==> src/rtl/irq_lc_pkg.sv <==
package irq_lc_pkg;

   typedef enum logic [1:0] {
      LC_IDLE = 2'b00,
      LC_PEND = 2'b01,
      LC_ACTV = 2'b10,
      LC_BOTH = 2'b11
   } lc_state_e;

   localparam int unsigned LC_STATE_W = 2;

endpackage

==> src/rtl/irq_lc_edge.sv <==
module irq_lc_edge #(
   parameter int unsigned N_SRC = 4
) (
   input  logic             clk,
   input  logic             rst_n,
   input  logic [N_SRC-1:0] line,
   output logic [N_SRC-1:0] rise
);

   for (genvar i = 0; i < N_SRC; i++) begin : g_hist
      logic line_q;

      always_ff @(posedge clk or negedge rst_n) begin
         if (!rst_n) line_q <= 1'b0;
         else        line_q <= line[i];
      end

      assign rise[i] = line[i] & ~line_q;
   end

endmodule

==> src/rtl/irq_lc_fsm.sv <==
module irq_lc_fsm
   import irq_lc_pkg::*;
(
   input  logic      clk,
   input  logic      rst_n,
   input  logic      line,
   input  logic      rise,
   input  logic      edge_mode,
   input  logic      ack,
   input  logic      eoi,
   output lc_state_e state
);

   lc_state_e st_q;
   lc_state_e nxt_lvl;
   lc_state_e nxt_edg;

   // level mode: the line itself stands for a waiting instance
   always_comb begin
      nxt_lvl = st_q;
      unique case (st_q)
         LC_IDLE: if (line) nxt_lvl = LC_PEND;
         LC_PEND: begin
            if (ack)        nxt_lvl = line ? LC_BOTH : LC_ACTV;
            else if (!line) nxt_lvl = LC_IDLE;
         end
         LC_ACTV: begin
            if (eoi)       nxt_lvl = line ? LC_PEND : LC_IDLE;
            else if (line) nxt_lvl = LC_BOTH;
         end
         LC_BOTH: begin
            if (eoi)        nxt_lvl = line ? LC_PEND : LC_IDLE;
            else if (!line) nxt_lvl = LC_ACTV;
         end
         default: nxt_lvl = LC_IDLE;
      endcase
   end

   // edge mode: only a fresh rising edge adds an instance, extra edges merge
   always_comb begin
      nxt_edg = st_q;
      unique case (st_q)
         LC_IDLE: if (rise) nxt_edg = LC_PEND;
         LC_PEND: if (ack)  nxt_edg = rise ? LC_BOTH : LC_ACTV;
         LC_ACTV: begin
            if (eoi)       nxt_edg = rise ? LC_PEND : LC_IDLE;
            else if (rise) nxt_edg = LC_BOTH;
         end
         LC_BOTH: if (eoi)  nxt_edg = LC_PEND;
         default: nxt_edg = LC_IDLE;
      endcase
   end

   always_ff @(posedge clk or negedge rst_n) begin
      if (!rst_n) st_q <= LC_IDLE;
      else        st_q <= edge_mode ? nxt_edg : nxt_lvl;
   end

   assign state = st_q;

endmodule

==> src/rtl/irq_lc_gate.sv <==
module irq_lc_gate
   import irq_lc_pkg::*;
#(
   parameter int unsigned N_SRC  = 4,
   parameter int unsigned PRIO_W = 4,
   localparam int unsigned ST_W  = LC_STATE_W * N_SRC,
   localparam int unsigned PR_W  = PRIO_W * N_SRC
) (
   input  logic [ST_W-1:0]   state,
   input  logic [N_SRC-1:0]  en,
   input  logic [PR_W-1:0]   prio,
   input  logic [PRIO_W-1:0] mask,
   output logic [N_SRC-1:0]  req
);

   for (genvar i = 0; i < N_SRC; i++) begin : g_req
      logic waiting;
      logic urgent;
      assign waiting = (state[LC_STATE_W*i +: LC_STATE_W] == LC_PEND);
      assign urgent  = (prio[PRIO_W*i +: PRIO_W] < mask);
      assign req[i]  = waiting & en[i] & urgent;
   end

endmodule

==> src/rtl/irq_lifecycle_bank.sv <==
module irq_lifecycle_bank
   import irq_lc_pkg::*;
#(
   parameter int unsigned N_SRC  = 4,
   parameter int unsigned PRIO_W = 4
) (
   input  logic                      clk,
   input  logic                      rst_n,
   input  logic [N_SRC-1:0]          irq_line,
   input  logic [N_SRC-1:0]          src_en,
   input  logic [N_SRC-1:0]          src_edge,
   input  logic [N_SRC-1:0]          ack_stb,
   input  logic [N_SRC-1:0]          eoi_stb,
   input  logic [N_SRC*PRIO_W-1:0]   src_prio,
   input  logic [PRIO_W-1:0]         prio_mask,
   output logic [2*N_SRC-1:0]        lc_state,
   output logic [N_SRC-1:0]          core_req
);

   if (N_SRC < 1 || N_SRC > 1024) begin : g_bad_nsrc
      $error("irq_lifecycle_bank: N_SRC out of range");
   end
   if (PRIO_W < 1 || PRIO_W > 16) begin : g_bad_prio
      $error("irq_lifecycle_bank: PRIO_W out of range");
   end

   logic [N_SRC-1:0] rise;

   irq_lc_edge #(.N_SRC(N_SRC)) u_edge (
      .clk   (clk),
      .rst_n (rst_n),
      .line  (irq_line),
      .rise  (rise)
   );

   for (genvar i = 0; i < N_SRC; i++) begin : g_src
      lc_state_e st;

      irq_lc_fsm u_fsm (
         .clk       (clk),
         .rst_n     (rst_n),
         .line      (irq_line[i]),
         .rise      (rise[i]),
         .edge_mode (src_edge[i]),
         .ack       (ack_stb[i]),
         .eoi       (eoi_stb[i]),
         .state     (st)
      );

      assign lc_state[LC_STATE_W*i +: LC_STATE_W] = st;
   end

   irq_lc_gate #(.N_SRC(N_SRC), .PRIO_W(PRIO_W)) u_gate (
      .state (lc_state),
      .en    (src_en),
      .prio  (src_prio),
      .mask  (prio_mask),
      .req   (core_req)
   );

endmodule

==> config.mk <==
export PLATFORM = sky130hd
export DESIGN_NAME = irq_lifecycle_bank
export DESIGN_NICKNAME = d
export VERILOG_FILES = /design/src/rtl/irq_lc_pkg.sv /design/src/rtl/irq_lc_edge.sv /design/src/rtl/irq_lc_fsm.sv /design/src/rtl/irq_lc_gate.sv /design/src/rtl/irq_lifecycle_bank.sv
export SDC_FILE = /design/constraint.sdc
export NUM_CORES = 1
export LEC_CHECK = 0
export ABC_AREA = 1
export BUFFER_PORTS_ARGS = -buffer_cell sky130_fd_sc_hd__buf_2
export CORE_ASPECT_RATIO = 0.5
export CORE_MARGIN = 2
export CORE_UTILIZATION = 56
export CTS_CLUSTER_DIAMETER = 40
export CTS_CLUSTER_SIZE = 28
export DETAILED_ROUTE_END_ITERATION = 10
export HOLD_SLACK_MARGIN = 0.15
export MAX_ROUTING_LAYER = met4
export PLACE_DENSITY_LB_ADDON = 0.12
export SLEW_MARGIN = 0
export SYNTH_ARGS = -nofsm -noshare
export SYNTH_HDL_FRONTEND = slang
export SYNTH_SLANG_ARGS = --single-unit
==> constraint.sdc <==
create_clock -name clk -period 2.8 [get_ports clk]
set_input_delay 0.42 -clock clk [delete_from_list [all_inputs] [get_ports clk]]
set_output_delay 0.42 -clock clk [all_outputs]
set_load 0.005 [all_outputs]
# Yosys cells after proc, flatten, opt, wreduce, memory -nomap -nowiden
# Cells that the tools add are included.
[op_classes]
order_cmp = 4
n_eq_ne = 44
n_bitwise = 16
reduce_logical = 8
mux = 76
[op_table]
columns = ["cell", "n"]
rows = [
  ["two-way mux 2 bit", 52],
  ["inequality test 3 bit, second input constant", 24],
  ["case mux 2 bit (4 select lines)", 8],
  ["inequality test 4 bit, second input constant", 8],
  ["AND reduction 8 bit", 4],
  ["== test 2 bit, second input constant", 8],
  ["< comparator 4 bit", 4],
  ["two-way mux 1 bit", 16],
  ["AND 1 bit", 12],
  ["== test 2 x 1 -> 1 bit, second input constant", 4],
  ["zero test 2 bit", 4],
  ["NOT 1 bit", 4],
]
[word_totals]
reg_bits = 12
in_bits = 42
output_inout_bits = 12
elab_cells = 156

# Depth between registers and ports, before layout
# Gate-level depths: netlist of run 1.
[logic_depth]
word_depth = 6
ltp_mapped = 10

# Cells and area by module
# Synthesis of run 1 repeated with hierarchy kept, for this count alone.
[hier_totals]
cells_unflattened = 333
area_unflattened_um2 = 2016.9
[modules_own_cells]
columns = ["mod", "instances", "seq_area_each_um2", "cells_each", "area_per_inst_um2"]
rows = [
  ["irq_lc_fsm at g_src[1].u_fsm ...", 3, 50.0, 62, 362.8],
  ["irq_lc_gate", 1, 0.0, 71, 396.6],
  ["irq_lc_fsm at g_src[0].u_fsm", 1, 50.0, 64, 391.6],
  ["irq_lc_edge", 1, 100.1, 12, 140.1],
]

# Worst setup path after synthesis of run 1
# No wires, ideal clock.
[synth_timing]
path_kind = "input to output"
startpoint = "input port prio_mask[1]"
endpoint = "output port core_req[1]"
cell_stages = 6
arrival_ps = 1072
n_path_buf = 0
setup_slack_ps = 1308
path_cell_list = "inv_1 -> ha_1 -> o21a_1 -> nor2_1 -> o21ai_0 -> nor2_1"
[synth_via]
elab_chain_cells = 2
[synth_rtl]
columns = ["element", "line", "rtl"]
rows = [
  ["start, declared", "irq_lifecycle_bank.sv:15", "input logic [PRIO_W-1:0] prio_mask,"],
  ["< comparator 4 bit", "irq_lc_gate.sv:20", "assign urgent = (prio[PRIO_W*i +: PRIO_W] < mask);"],
  ["AND 1 bit", "irq_lc_gate.sv:21", "assign req[i] = waiting & en[i] & urgent;"],
  ["end, declared", "irq_lifecycle_bank.sv:17", "output logic [N_SRC-1:0] core_req"],
]
# No other way between the ends.

# Worst setup path in the final report of run 1
[layout_timing]
startpoint = "register g_src[3].u_fsm.st_q[1]"
endpoint = "output port core_req[3]"
[layout_via]
elab_chain_cells = 3
[layout_rtl]
columns = ["element", "line", "rtl"]
rows = [
  ["start, declared", "irq_lc_fsm.sv:14", "lc_state_e st_q;"],
  ["start signal, assigned", "irq_lc_fsm.sv:56", "else st_q <= edge_mode ? nxt_edg : nxt_lvl;"],
  ["== test 2 x 1 -> 1 bit", "irq_lc_gate.sv:19", "assign waiting = (state[LC_STATE_W*i +: LC_STATE_W] == LC_PEND);"],
  ["AND 1 bit (2 in a row)", "irq_lc_gate.sv:21", ""],
]
# No other way between the ends.

==> out/qor.log, run 1 <==
qor: run_status.outcome finished, final reports clean
qor: floorplan.io_pins 54
qor: timing.period_utilisation_layout 67.2%
qor: floorplan.dieArea 3690 um2
qor: final_layout.areaGrowthSynthToFinish 21.3%
qor: timing.finalSetupViolCount 0
qor: placement.detailed_place_hpwl 3370 um
qor: yosys.post-synth-top-count-cell nand2_1
qor: cts.clock-sinks 12
qor: final_layout.final_layout_size_suffix_gt1_share 24.8%
qor: cts.worst_skew_pair.late_latency 250 ps
qor: worst_hold_path.worstHoldPathCells 1
qor: critical_path.required 2380 ps
qor: global_route.grt-ovfl-total 0
qor: placement.gpl.final_weighted_congestion 0.914
qor: critical_path.r2r_setup_slk 1290 ps
qor: timing.setup-tns-final 0 ps
qor: drt.route.top_layer_used met3
qor: cts.cts.root.buffer_cell clkbuf_8
qor: power_and_ir_drop.highest_ir_drop_seen_on_vdd 422 uV
qor: power_and_ir_drop.total_leakage_power 1.37 nW
qor: cts.clk_pin_slew 60 ps
qor: drt.drcViolationCount 0
qor: yosys.post_synth_instance_area 1790 um2
qor: yosys.yosys-top-cells-count nand2_1 (92), inv_1 (46), ha_1 (40), nand3_1 (18), nor2_1 (17)
qor: critical_path.reg2reg_depth 8
qor: drt.antenna_left 0
qor: cts.h-tree-depth 1
qor: critical_path.reg2reg_to g_src[3].u_fsm.state[0]
qor: drt.finalWirelength 3960 um
qor: final_layout.layout.nets 418
qor: drt.via_count 1817
qor: floorplan.initial_utilization 59.0%
qor: drt.met3_length 163 um
qor: floorplan.fp.dieH 44.0 um
qor: drt.initialDrtViolationCount 54
qor: global_route.grt_pass1_wl 7020 um
qor: final_layout.antennaDiodeCount 0
qor: global_route.antenna_found_initial 0
qor: yosys.synth_cells 277
qor: yosys.postSynthAreaPerCell 6.46 um2
qor: worst_hold_path.whs_endpoint u_edge.g_hist[2].line_q
qor: critical_path.worstSetupStartpointType register
qor: cts.clock_buffer_count_from_cts 3
qor: timing.maxClockFrequency 0.531 GHz
qor: placement.port-buffer-count 53
qor: floorplan.floorplan.rows 14
qor: cts.post_cts_hold_buffer_count 1
qor: timing.worst_clock_skew 8.41 ps
qor: power_and_ir_drop.power.density 708 nW/um2
qor: drt.met1_length 1720 um
qor: yosys.yosysSeqAreaShare 16.8%
qor: floorplan.core_region_area 3030 um2
qor: yosys.synth-seq-cells 12
qor: drt.detailedRoute.firstPassIterationCount 4
qor: critical_path.worst_setup_path_end_kind primary output
qor: yosys.synth_warnings 0
qor: cts.post_cts_buffers 0
qor: cts.cts_buffer_depth 2
qor: run.max_cap_viol_count 0
qor: placement.post-place-ws 1030 ps
qor: global_route.grt_max_degree 13
qor: timing.post-route-min-period 1880 ps
qor: yosys.yosysTopAreaCell ha_1
qor: yosys.dominant_synthesized_flop_cell dfrtp_1
qor: global_route.gr-usage-all-layers 24.3%
qor: timing.grt_setup_unrepaired no
qor: timing.worst_slack 918 ps
qor: global_route.number_of_global_route_vias_before_repair 1696
qor: yosys.ys_types 21
qor: drt.avgRoutedWirePerCell 10.6 um
qor: yosys.asyncSetResetFlopFracSynth 100%
qor: yosys.synth_edf_count 0
qor: cts.tritoncts_clock_tree done
qor: critical_path.crit_type register to primary output
qor: critical_path.timing.critical_path.arrival 1460 ps
qor: drt.vias_per_cell 4.85
qor: timing.timing_worst_slew_pin_value 273 ps
qor: worst_hold_path.hp-start irq_line[2]
qor: yosys.synth_nets 359
qor: worst_hold_path.timing.hold.worst.class input pin to register
qor: critical_path.crit-reg2reg-launch g_src[3].u_fsm.state[0]
qor: yosys.post_synth_main_area_contributors ha_1 (28%), nand2_1 (19%), dfrtp_1 (17%), inv_1 (9.7%), nand2_2 (5.6%)
qor: cts.ctsResizeCount 0
qor: timing.slew_viol_final 0
qor: yosys.yosys.area.top_type_share 28.0%
qor: timing.maxSlewHeadroom 81.8%
qor: timing.hold_viol_final 0
qor: floorplan.die_w 83.9 um
qor: critical_path.critPathMaxFanout 5
qor: drt.met2RoutedLength 2080 um
[critical path, cell delays in order (launching register included)]
cell     delay [ps]
dfrtp_1         440
inv_1           180
ha_1            300
nand2_1          70
nor2_1          100
buf_2           110
[kinds of logic after synthesis]
family / synth area share, %
AOI/OAI and AO/OA: 8.67
adders and majority gates: 28.0
buffers and inverters: 10.5
DFF: 16.8
and+or+nand+nor: 36.1
[final cells by class]
type / instances / area [um2]
multi-input cells: 215 / 1300
fillers: 283 / 861
flip-flops and latches: 12 / 300
repair buffers: 54 / 275
inverters: 50 / 188
clock buffers: 4 / 55.1
well taps: 40 / 50.0
[layout by cell type (no fill, tap or decap), drive strengths merged]
cell type      n
dfrtp         12
nor2          19
inv           50
o21ai         13
dlygate4sd3    1
o22ai          2
a21boi         1
o21a           2
nand3         18
o21bai         3
buf           53
clkbuf         4
nand4          1
a21oi          5
nand2        110
nor3           1
ha            40
[report_power, final]
group	internal, mW	switching (mW)	total, mW
Sequential	0.229	0.0966	0.326
Clock	0.124	0.0666	0.191
Combinational	0.423	0.597	1.02
[metal layers]
| layer | vias up | track usage (%) |
|---|---|---|
| met5 | - | - |
| met4 | 0 | 2.90 |
| met3 | 0 | 4.57 |
| met2 | 37 | 49.0 |
| met1 | 814 | 26.1 |
| li1 | 966 | - |
[worst max-delay path by stage]
| stage | start | endpoint | slack [ps] |
|---|---|---|---|
| CTS | g_src[3].u_fsm.state[1] | core_req[3] | 920 |
| global route | g_src[3].u_fsm.state[1] | core_req[3] | 800 |
| global placement | prio_mask[1] | core_req[2] | 1070 |
| detailed placement | prio_mask[1] | core_req[1] | 1030 |
| floorplan | prio_mask[1] | core_req[1] | 1310 |
| finish | g_src[3].u_fsm.state[1] | core_req[3] | 920 |
[flip-flops by register name (all words and copies together), names as in the netlist]
signal and flops:
g_src.u_fsm.state 8, u_edge.g_hist.line_q 4
[metrics by stage]
| stage | hold WS (ps) | instances | power (mW) | cell area (um2) | utilization, % |
|---|---|---|---|---|---|
| after floorplan | 124 | 277 | 1.06 | 1790 | - |
| final | 330 | 375 | 1.54 | 2170 | 71.6 |
| after global placement | 311 | 370 | 1.31 | 2100 | 69.4 |
| after detailed placement | 309 | 370 | 1.35 | 2100 | 69.4 |
| after CTS | 326 | 375 | 1.55 | 2170 | 71.6 |
| after global routing | 324 | 375 | 1.74 | 2170 | 71.6 |
No activity file was read; power rests on OpenSTA's default activity.
==> inputs of run 2 (changes only) <==
--- a/config.mk
+++ b/config.mk
@@ -5,11 +5,11 @@
 export SDC_FILE = /design/constraint.sdc
 export NUM_CORES = 1
 export LEC_CHECK = 0
-export ABC_AREA = 1
+export ABC_AREA = 0
 export BUFFER_PORTS_ARGS = -buffer_cell sky130_fd_sc_hd__buf_2
 export CORE_ASPECT_RATIO = 0.5
 export CORE_MARGIN = 2
-export CORE_UTILIZATION = 56
+export CORE_UTILIZATION = 46
 export CTS_CLUSTER_DIAMETER = 40
 export CTS_CLUSTER_SIZE = 28
 export DETAILED_ROUTE_END_ITERATION = 10
==> constraint.sdc (replaced) <==
create_clock -name clk -period 1.6 [get_ports clk]
set_input_delay 0.24 -clock clk [delete_from_list [all_inputs] [get_ports clk]]
set_output_delay 0.24 -clock clk [all_outputs]
set_load 0.005 [all_outputs]
==> run 2 against run 1 <==
  * Sequential share of layout area rose by 0.089 points
  * Routed wire length shrank 6.5%
  * First-iteration DRC count decreased by 22%
  * Area after synthesis fell by 13%
  * Largest power group unchanged
  * Highest routed layer is now met4
==> out/qor.log, run 2 <==
qor: run_status.outcome finished, final reports clean [unchanged]
qor: floorplan.die_w 86.3 um [was 83.9 um]
qor: global_route.grt_pass1_wl 5750 um [was 7020 um]
qor: timing.worst_clock_skew 2.32 ps [was 8.41 ps]
qor: yosys.yosysTopAreaCell ha_1 [unchanged]
qor: global_route.grt_max_degree 13 [unchanged]
qor: yosys.synth_nets 261 [was 359]
qor: critical_path.reg2reg_depth 7 [was 8]
qor: drt.detailedRoute.firstPassIterationCount 4 [unchanged]
qor: final_layout.finish.utilization 70.9% [was 71.6%]
qor: yosys.asyncSetResetFlopFracSynth 100% [unchanged]
qor: final_layout.layout.nets 337 [was 418]
qor: critical_path.crit-reg2reg-launch g_src[0].u_fsm.state[0] [was g_src[3].u_fsm.state[0]]
qor: yosys.yosys-top-cells-count ha_1 (40), nor2b_1 (18), nand2_1 (16), o21ai_1 (13), dfrtp_1 (12) [was nand2_1 (92), inv_1 (46), ha_1 (40), nand3_1 (18), nor2_1 (17)]
qor: timing.maxClockFrequency 0.631 GHz
qor: global_route.antenna_found_initial 0 [unchanged]
qor: critical_path.reg2reg_to g_src[0].u_fsm.state[0] [was g_src[3].u_fsm.state[0]]
qor: floorplan.core_region_area 3120 um2 [was 3030 um2]
qor: timing.slew_viol_final 0 [unchanged]
qor: timing.grt_setup_unrepaired yes [was no]
qor: floorplan.initial_utilization 50.0% [was 59.0%]
qor: final_layout.layout.filler_cells 238 [was 283]
qor: placement.gpl.final_weighted_congestion 0.885 [was 0.914]
qor: floorplan.floorplan.rows 14 [unchanged]
qor: critical_path.timing.critical_path.arrival 1350 ps [was 1460 ps]
qor: yosys.post_synth_instance_area 1560 um2 [was 1790 um2]
qor: drt.antenna_left 0 [unchanged]
qor: yosys.synth-seq-cells 12 [unchanged]
qor: critical_path.crit_type register to primary output [unchanged]
qor: critical_path.worstSetupStartpointType register [unchanged]
qor: drt.met1_length 1750 um [was 1720 um]
qor: timing.post-route-min-period 1590 ps
qor: timing.timing_worst_slew_pin_value 280 ps [was 273 ps]
qor: drt.route.top_layer_used met4 [was met3]
qor: cts.tritoncts_clock_tree done [unchanged]
qor: global_route.grt-ovfl-total 0 [unchanged]
qor: yosys.postSynthAreaPerCell 8.71 um2 [was 6.46 um2]
qor: yosys.synth_cells 179 [was 277]
qor: timing.period_utilisation_layout 99.1%
qor: timing.finalSetupViolCount 0 [unchanged]
qor: drt.initialDrtViolationCount 42 [was 54]
qor: final_layout.mostFrequentLayoutCell buf_2 [was nand2_1]
qor: timing.hold_ws 157 ps [was 330 ps]
qor: critical_path.required 1360 ps [was 2380 ps]
qor: critical_path.r2r_setup_slk 20 ps [was 1290 ps]
qor: floorplan.fp.dieH 45.2 um [was 44.0 um]
qor: cts.clk_pin_slew 50 ps [was 60 ps]
qor: yosys.yosys.area.top_type_share 32.1% [was 28.0%]
qor: final_layout.areaGrowthSynthToFinish 41.7% [was 21.3%]
qor: critical_path.crit_end core_req[0] [was core_req[3]]
qor: cts.clock-sinks 12 [unchanged]
qor: drt.vias_per_cell 5.12 [was 4.85]
qor: run.max_cap_viol_count 0 [unchanged]
qor: floorplan.io_pins 54 [unchanged]
qor: global_route.number_of_global_route_vias_before_repair 1391 [was 1696]
qor: critical_path.crit_path_start g_src[0].u_fsm.state[0] [was g_src[3].u_fsm.state[1]]
qor: yosys.synth_warnings 0 [unchanged]
qor: cts.cts_buffer_depth 2 [unchanged]
qor: final_layout.final_layout_size_suffix_gt1_share 44.9% [was 24.8%]
qor: power_and_ir_drop.total_leakage_power 1.09 nW [was 1.37 nW]
qor: final_layout.finalNonFillerCells 294 [was 375]
qor: drt.met2RoutedLength 1720 um [was 2080 um]
qor: drt.drcViolationCount 0 [unchanged]
qor: cts.worst_skew_pair.late_latency 240 ps [was 250 ps]
qor: global_route.gr-usage-all-layers 19.2% [was 24.3%]
qor: placement.dpl.cell_count 286 [was 370]
qor: power_and_ir_drop.highest_ir_drop_seen_on_vdd 694 uV [was 422 uV]
qor: critical_path.worst_setup_path_end_kind primary output [unchanged]
qor: drt.met3_length 212 um [was 163 um]
qor: cts.h-tree-depth 1 [unchanged]
qor: drt.avgRoutedWirePerCell 12.6 um [was 10.6 um]
qor: yosys.post_synth_main_area_contributors ha_1 (32%), dfrtp_1 (19%), nor2b_1 (7.2%), o21ai_1 (4.2%), nand2_1 (3.9%) [was ha_1 (28%), nand2_1 (19%), dfrtp_1 (17%), inv_1 (9.7%), nand2_2 (5.6%)]
qor: final_layout.max_ffs_per_register 8 [unchanged]
qor: timing.maxSlewHeadroom 81.3% [was 81.8%]
qor: yosys.dominant_synthesized_flop_cell dfrtp_1 [unchanged]
qor: yosys.post-synth-top-count-cell ha_1 [was nand2_1]
qor: critical_path.critPathMaxFanout 7 [was 5]
qor: power_and_ir_drop.power.density 1310 nW/um2 [was 708 nW/um2]
qor: drt.via_count 1504 [was 1817]
qor: placement.place_area 1980 um2 [was 2100 um2]
qor: cts.clock_buffer_count_from_cts 3 [unchanged]
qor: yosys.ys_types 26 [was 21]
qor: floorplan.dieArea 3900 um2 [was 3690 um2]
qor: placement.port-buffer-count 53 [unchanged]
qor: final_layout.final_cell_area 2210 um2 [was 2170 um2]
qor: final_layout.highest_count_cells_in_the_layout_ignoring_fill_and_taps buf_2 (53), ha_1 (27), nand2_1 (16), nor2b_1 (14), buf_4 (13) [was nand2_1 (92), buf_2 (53), inv_1 (46), ha_1 (40), nand3_1 (18)]
qor: cts.cts.root.buffer_cell clkbuf_8 [unchanged]
qor: yosys.yosysSeqAreaShare 19.3% [was 16.8%]
qor: final_layout.antennaDiodeCount 0 [unchanged]
qor: drt.finalWirelength 3700 um [was 3960 um]
qor: yosys.synth_edf_count 0 [unchanged]
qor: placement.detailed_place_hpwl 2960 um [was 3370 um]
qor: timing.hold_viol_final 0 [unchanged]
qor: worst_hold_path.timing.hold.worst.class input pin to register [unchanged]
run 2: cells by family after synthesis:
group | synth area share, %
AO/OA/AOI/OAI | 18.4
adder cells (fa/ha/maj) | 32.1
buffers and inverters | 2.89
flip-flops | 19.3
multiplexers | 4.49
AND/OR/NAND/NOR | 22.9
run 2: how the worst min path moves through the flow:
stage | startpoint | to | slack (ps) | cells past startpoint
2_1_floorplan | rst_n | g_src[0].u_fsm.state[0] | -60 | 0
6_report | irq_line[0] | u_edge.g_hist[0].line_q | 160 | 1
3_5_place_dp | rst_n | u_edge.g_hist[1].line_q | 140 | 1
4_1_cts | irq_line[3] | u_edge.g_hist[3].line_q | 150 | 1
3_3_place_gp | rst_n | g_src[1].u_fsm.state[0] | 130 | 1
5_1_grt | irq_line[0] | u_edge.g_hist[0].line_q | 160 | 1
run 2: area by class of cell:
cell class	instances	area [um2]	area share, %
multi-input cells	155	1330	60.0
repair buffers	71	427	19.3
flip-flops and latches	12	308	13.9
clock buffers	4	55.1	2.49
well taps	40	50.0	2.27
inverters	12	45.0	2.04
run 2: timing repair:
action,CTS,global route
resized for setup,7,37
buffers inserted,1,2
pin swaps,1,9
hold buffers,1,0
endpoints found under the setup margin,8,12
hold endpoints to repair,12,0
run 2: critical path, stage by stage (launching register included):
cell and delay (ps):
dfrtp_2 460, ha_2 210, buf_4 130, and4b_1 170
buf_2 120
run 2: report_power, final:
part / leakage (nW) / switching (mW) / internal [mW]
clock network: 0.0288 / 0.112 / 0.217
registers: 0.138 / 0.169 / 0.416
logic: 0.927 / 0.892 / 1.09
total: 1.09 / 1.17 / 1.72
run 2: through the flow:
step	total power [mW]	setup TNS [ps]	worst slack, ps
2_1_floorplan	1.58	0	40.8
3_3_place_gp	2.24	0	1.74
3_5_place_dp	2.28	-46.5	-32.6
4_1_cts	2.68	-16.3	-16.3
5_1_grt	3.16	-193	-41.0
6_report	2.89	0	14.0
run 2: routing by layer:
metal  track usage (%)  vias to the layer above
met5                 -                        -
met4              5.00                        0
met3              5.48                        4
met2              32.8                       41
met1              22.7                      668
li1                  -                      791
==> inputs of run 3 (changes only) <==
--- a/config.mk
+++ b/config.mk
@@ -9,13 +9,14 @@
 export BUFFER_PORTS_ARGS = -buffer_cell sky130_fd_sc_hd__buf_2
 export CORE_ASPECT_RATIO = 0.5
 export CORE_MARGIN = 2
-export CORE_UTILIZATION = 46
+export CORE_UTILIZATION = 55
 export CTS_CLUSTER_DIAMETER = 40
 export CTS_CLUSTER_SIZE = 28
 export DETAILED_ROUTE_END_ITERATION = 10
 export HOLD_SLACK_MARGIN = 0.15
 export MAX_ROUTING_LAYER = met4
-export PLACE_DENSITY_LB_ADDON = 0.12
+export PLACE_DENSITY_LB_ADDON = 0.2
+export SETUP_SLACK_MARGIN = 0.3
 export SLEW_MARGIN = 0
 export SYNTH_ARGS = -nofsm -noshare
 export SYNTH_HDL_FRONTEND = slang
==> constraint.sdc (replaced) <==
create_clock -name clk -period 2 [get_ports clk]
set_input_delay 0.3 -clock clk [delete_from_list [all_inputs] [get_ports clk]]
set_output_delay 0.3 -clock clk [all_outputs]
set_load 0.005 [all_outputs]
==> run 3 against run 2 <==
  * Clock power shrank 19%
  * Flip-flop and latch count is the same
  * Final cell count shrank 5.1%
  * Critical path type is now register to register
  * Highest routed layer unchanged
==> out/qor.log, run 3 (same netlist as run 2, synthesis figures left out) <==
qor: global_route.grt-ovfl-total 0 [unchanged]
qor: timing.maxClockFrequency 0.598 GHz
qor: critical_path.crit_path_cell_trace inv_1 -> ha_1 -> nor2b_2 -> o2bb2ai_1 -> nand2_1 -> a221o_1 [was ha_2 -> buf_4 -> and4b_1 -> buf_2]
qor: timing.finalSetupViolCount 0 [unchanged]
qor: cts.clock-sinks 12 [unchanged]
qor: power_and_ir_drop.p_seq_share 21.4% [was 20.2%]
qor: floorplan.fp.dieH 41.6 um [was 45.2 um]
qor: global_route.antenna_found_initial 0 [unchanged]
qor: final_layout.areaGrowthSynthToFinish 28.4% [was 41.7%]
qor: drt.vias_per_cell 5.35 [was 5.12]
qor: global_route.grt_max_degree 13 [unchanged]
qor: placement.port-buffer-count 53 [unchanged]
qor: floorplan.initial_utilization 58.8% [was 50.0%]
qor: timing.timing_worst_slew_pin_value 281 ps [was 280 ps]
qor: critical_path.timing.critical_path.arrival 1800 ps [was 1350 ps]
qor: global_route.gr-usage-all-layers 22.1% [was 19.2%]
qor: final_layout.layout.nets 325 [was 337]
qor: placement.gpl.final_weighted_congestion 0.858 [was 0.885]
qor: floorplan.floorplan.rows 13 [was 14]
qor: timing.hold_ws 208 ps [was 157 ps]
qor: final_layout.layout.filler_cells 208 [was 238]
qor: power_and_ir_drop.combinational_share_of_power 65.6% [was 68.4%]
qor: cts.cts_buffer_depth 2 [unchanged]
qor: critical_path.required 2130 ps [was 1360 ps]
qor: final_layout.combined_flip_flop_and_latch_cell_area 305 um2 [was 308 um2]
qor: timing.period_utilisation_layout 83.6%
qor: drt.initialDrtViolationCount 63 [was 42]
qor: timing.hold_viol_final 0 [unchanged]
qor: floorplan.die_w 79.3 um [was 86.3 um]
qor: floorplan.dieArea 3300 um2 [was 3900 um2]
qor: global_route.number_of_global_route_vias_before_repair 1374 [was 1391]
qor: power_and_ir_drop.clock_power_share 13.0% [was 11.4%]
qor: cts.clk_pin_slew 60 ps [was 50 ps]
qor: critical_path.critPathMaxFanout 4 [was 7]
qor: drt.drcViolationCount 0 [unchanged]
qor: power_and_ir_drop.total_leakage_power 1.04 nW [was 1.09 nW]
qor: worst_hold_path.timing.hold.worst.class input pin to register [unchanged]
qor: cts.tritoncts_clock_tree done [unchanged]
qor: critical_path.critical_path.top_delay_family compound AO/OA/AOI/OAI gates [was flip-flops]
qor: timing.grt_setup_unrepaired yes [unchanged]
qor: timing.setup-tns-final 0 ps [unchanged]
qor: timing.maxSlewHeadroom 81.3% [about the same]
qor: drt.finalWirelength 3570 um [was 3700 um]
qor: run.max_cap_viol_count 0 [unchanged]
qor: critical_path.worstSetupStartpointType register [unchanged]
qor: power_and_ir_drop.power.density 1020 nW/um2 [was 1310 nW/um2]
qor: critical_path.crit_path_top_delay_cell dfrtp_1 [was dfrtp_2]
qor: power_and_ir_drop.highest_ir_drop_seen_on_vdd 600 uV [was 694 uV]
qor: cts.h-tree-depth 1 [unchanged]
qor: timing.slew_viol_final 0 [unchanged]
qor: floorplan.core_region_area 2650 um2 [was 3120 um2]
qor: drt.detailedRoute.firstPassIterationCount 4 [unchanged]
qor: critical_path.buffers_and_inverters_on_the_worst_path 1 [was 2]
qor: final_layout.antennaDiodeCount 0 [unchanged]
qor: critical_path.crit_type register to register [was register to primary output]
qor: power_and_ir_drop.internal_power 1.17 mW [was 1.72 mW]
qor: timing.post-route-min-period 1670 ps
qor: cts.clock_buffer_count_from_cts 3 [unchanged]
qor: run_status.outcome finished, final reports clean [unchanged]
qor: cts.cts.root.buffer_cell clkbuf_8 [unchanged]
qor: drt.via_count 1494 [was 1504]
qor: cts.worst_skew_pair.late_latency 240 ps [about the same]
qor: drt.antenna_left 0 [unchanged]
qor: timing.worst_clock_skew 4.15 ps [was 2.32 ps]
qor: final_layout.max_ffs_per_register 8 [unchanged]
qor: critical_path.cpPeakStageDelay 370 ps [was 460 ps]
qor: final_layout.final_layout_size_suffix_gt1_share 35.1% [was 44.9%]
qor: power_and_ir_drop.switching_power 0.874 mW [was 1.17 mW]
qor: global_route.grt_pass1_wl 5740 um [was 5750 um]
qor: final_layout.mostFrequentLayoutCell buf_2 [unchanged]
qor: drt.avgRoutedWirePerCell 12.8 um [was 12.6 um]
qor: placement.detailed_place_hpwl 2850 um [was 2960 um]
qor: final_layout.multi_input_comb_area 1240 um2 [was 1330 um2]
qor: power_and_ir_drop.swShare 42.7% [was 40.5%]
qor: final_layout.highest_count_cells_in_the_layout_ignoring_fill_and_taps buf_2 (53), ha_1 (37), nor2b_1 (17), nand2_1 (16), o21ai_1 (13) [was buf_2 (53), ha_1 (27), nand2_1 (16), nor2b_1 (14), buf_4 (13)]
qor: critical_path.worst_setup_path_end_kind register [was primary output]
qor: floorplan.io_pins 54 [unchanged]
[run 3: cell count changes in the layout (fill, tap and decap cells not counted), moves of 3 or more]
cell / delta
buf_6: -3
buf_4: -8
nor2b_4: -3
ha_2: -6
ha_4: -4
nor2b_1: +3
ha_1: +10
[run 3: final timing paths]
check                      slack, ps                       to                    start  cells after the start
setup / recovery                 330  g_src[2].u_fsm.state[1]  g_src[2].u_fsm.state[0]                      6
hold / removal                   210  u_edge.g_hist[3].line_q              irq_line[3]                      1
setup reg to reg                 330  g_src[2].u_fsm.state[1]  g_src[2].u_fsm.state[0]                      6
hold reg to reg                  620  g_src[0].u_fsm.state[0]  g_src[0].u_fsm.state[0]                      1
max in group asynchronous       1290  g_src[0].u_fsm.state[0]                    rst_n                      2
min in group asynchronous        470  u_edge.g_hist[0].line_q                    rst_n                      2
[run 3: timing repair]
item                                    4_1_cts  5_1_grt
gates resized for setup                       3       14
setup buffers                                 2        3
hold buffers                                  1        0
pin swaps                                     0        0
endpoints found under the hold margin        12        0
endpoints found under the setup margin        4       10
cloned                                        0        0
[run 3: power by group through the flow]
stage	sequential (mW)	combinational, mW	clock [mW]
5_1_grt	0.451	1.50	0.280
3_5_place_dp	0.440	1.20	0
4_1_cts	0.430	1.27	0.267
3_3_place_gp	0.432	1.16	0
6_report	0.437	1.34	0.267
2_1_floorplan	0.427	0.840	0
[run 3: per-layer routing]
layer	track usage [%]	vias to the layer above	wire [um]
met2	39.7	52	1710
met4	3.45	0	35
met3	3.91	4	188
li1	-	765	-
met1	26.7	673	1630
met5	-	-	0
[run 3: cell type report]
class / count / area share [%]
Inverter: 12 / 2.25
Multi-Input combinational cell: 155 / 61.8
Sequential cell: 12 / 15.3
Tap cell: 37 / 2.31
Timing Repair Buffer: 59 / 15.6
Clock buffer: 4 / 2.75
[run 3: worst reg2reg max path: stages (launching register included)]
cell,delay (ps)
dfrtp_1,370
inv_1,80
ha_1,230
nor2b_2,180
o2bb2ai_1,180
nand2_1,150
a221o_1,370
[run 3: through the flow]
| stage | utilization [%] | std cells | power (mW) | cell area, um2 | worst slack (ps) |
|---|---|---|---|---|---|
| 2_1_floorplan | - | 179 | 1.27 | 1560 | 441 |
| 3_3_place_gp | 70.6 | 269 | 1.59 | 1870 | 355 |
| 3_5_place_dp | 70.6 | 269 | 1.64 | 1870 | 305 |
| 4_1_cts | 73.8 | 276 | 1.96 | 1960 | 285 |
| 5_1_grt | 75.5 | 279 | 2.23 | 2000 | 286 |
| 6_report | 75.5 | 279 | 2.05 | 2000 | 328 |
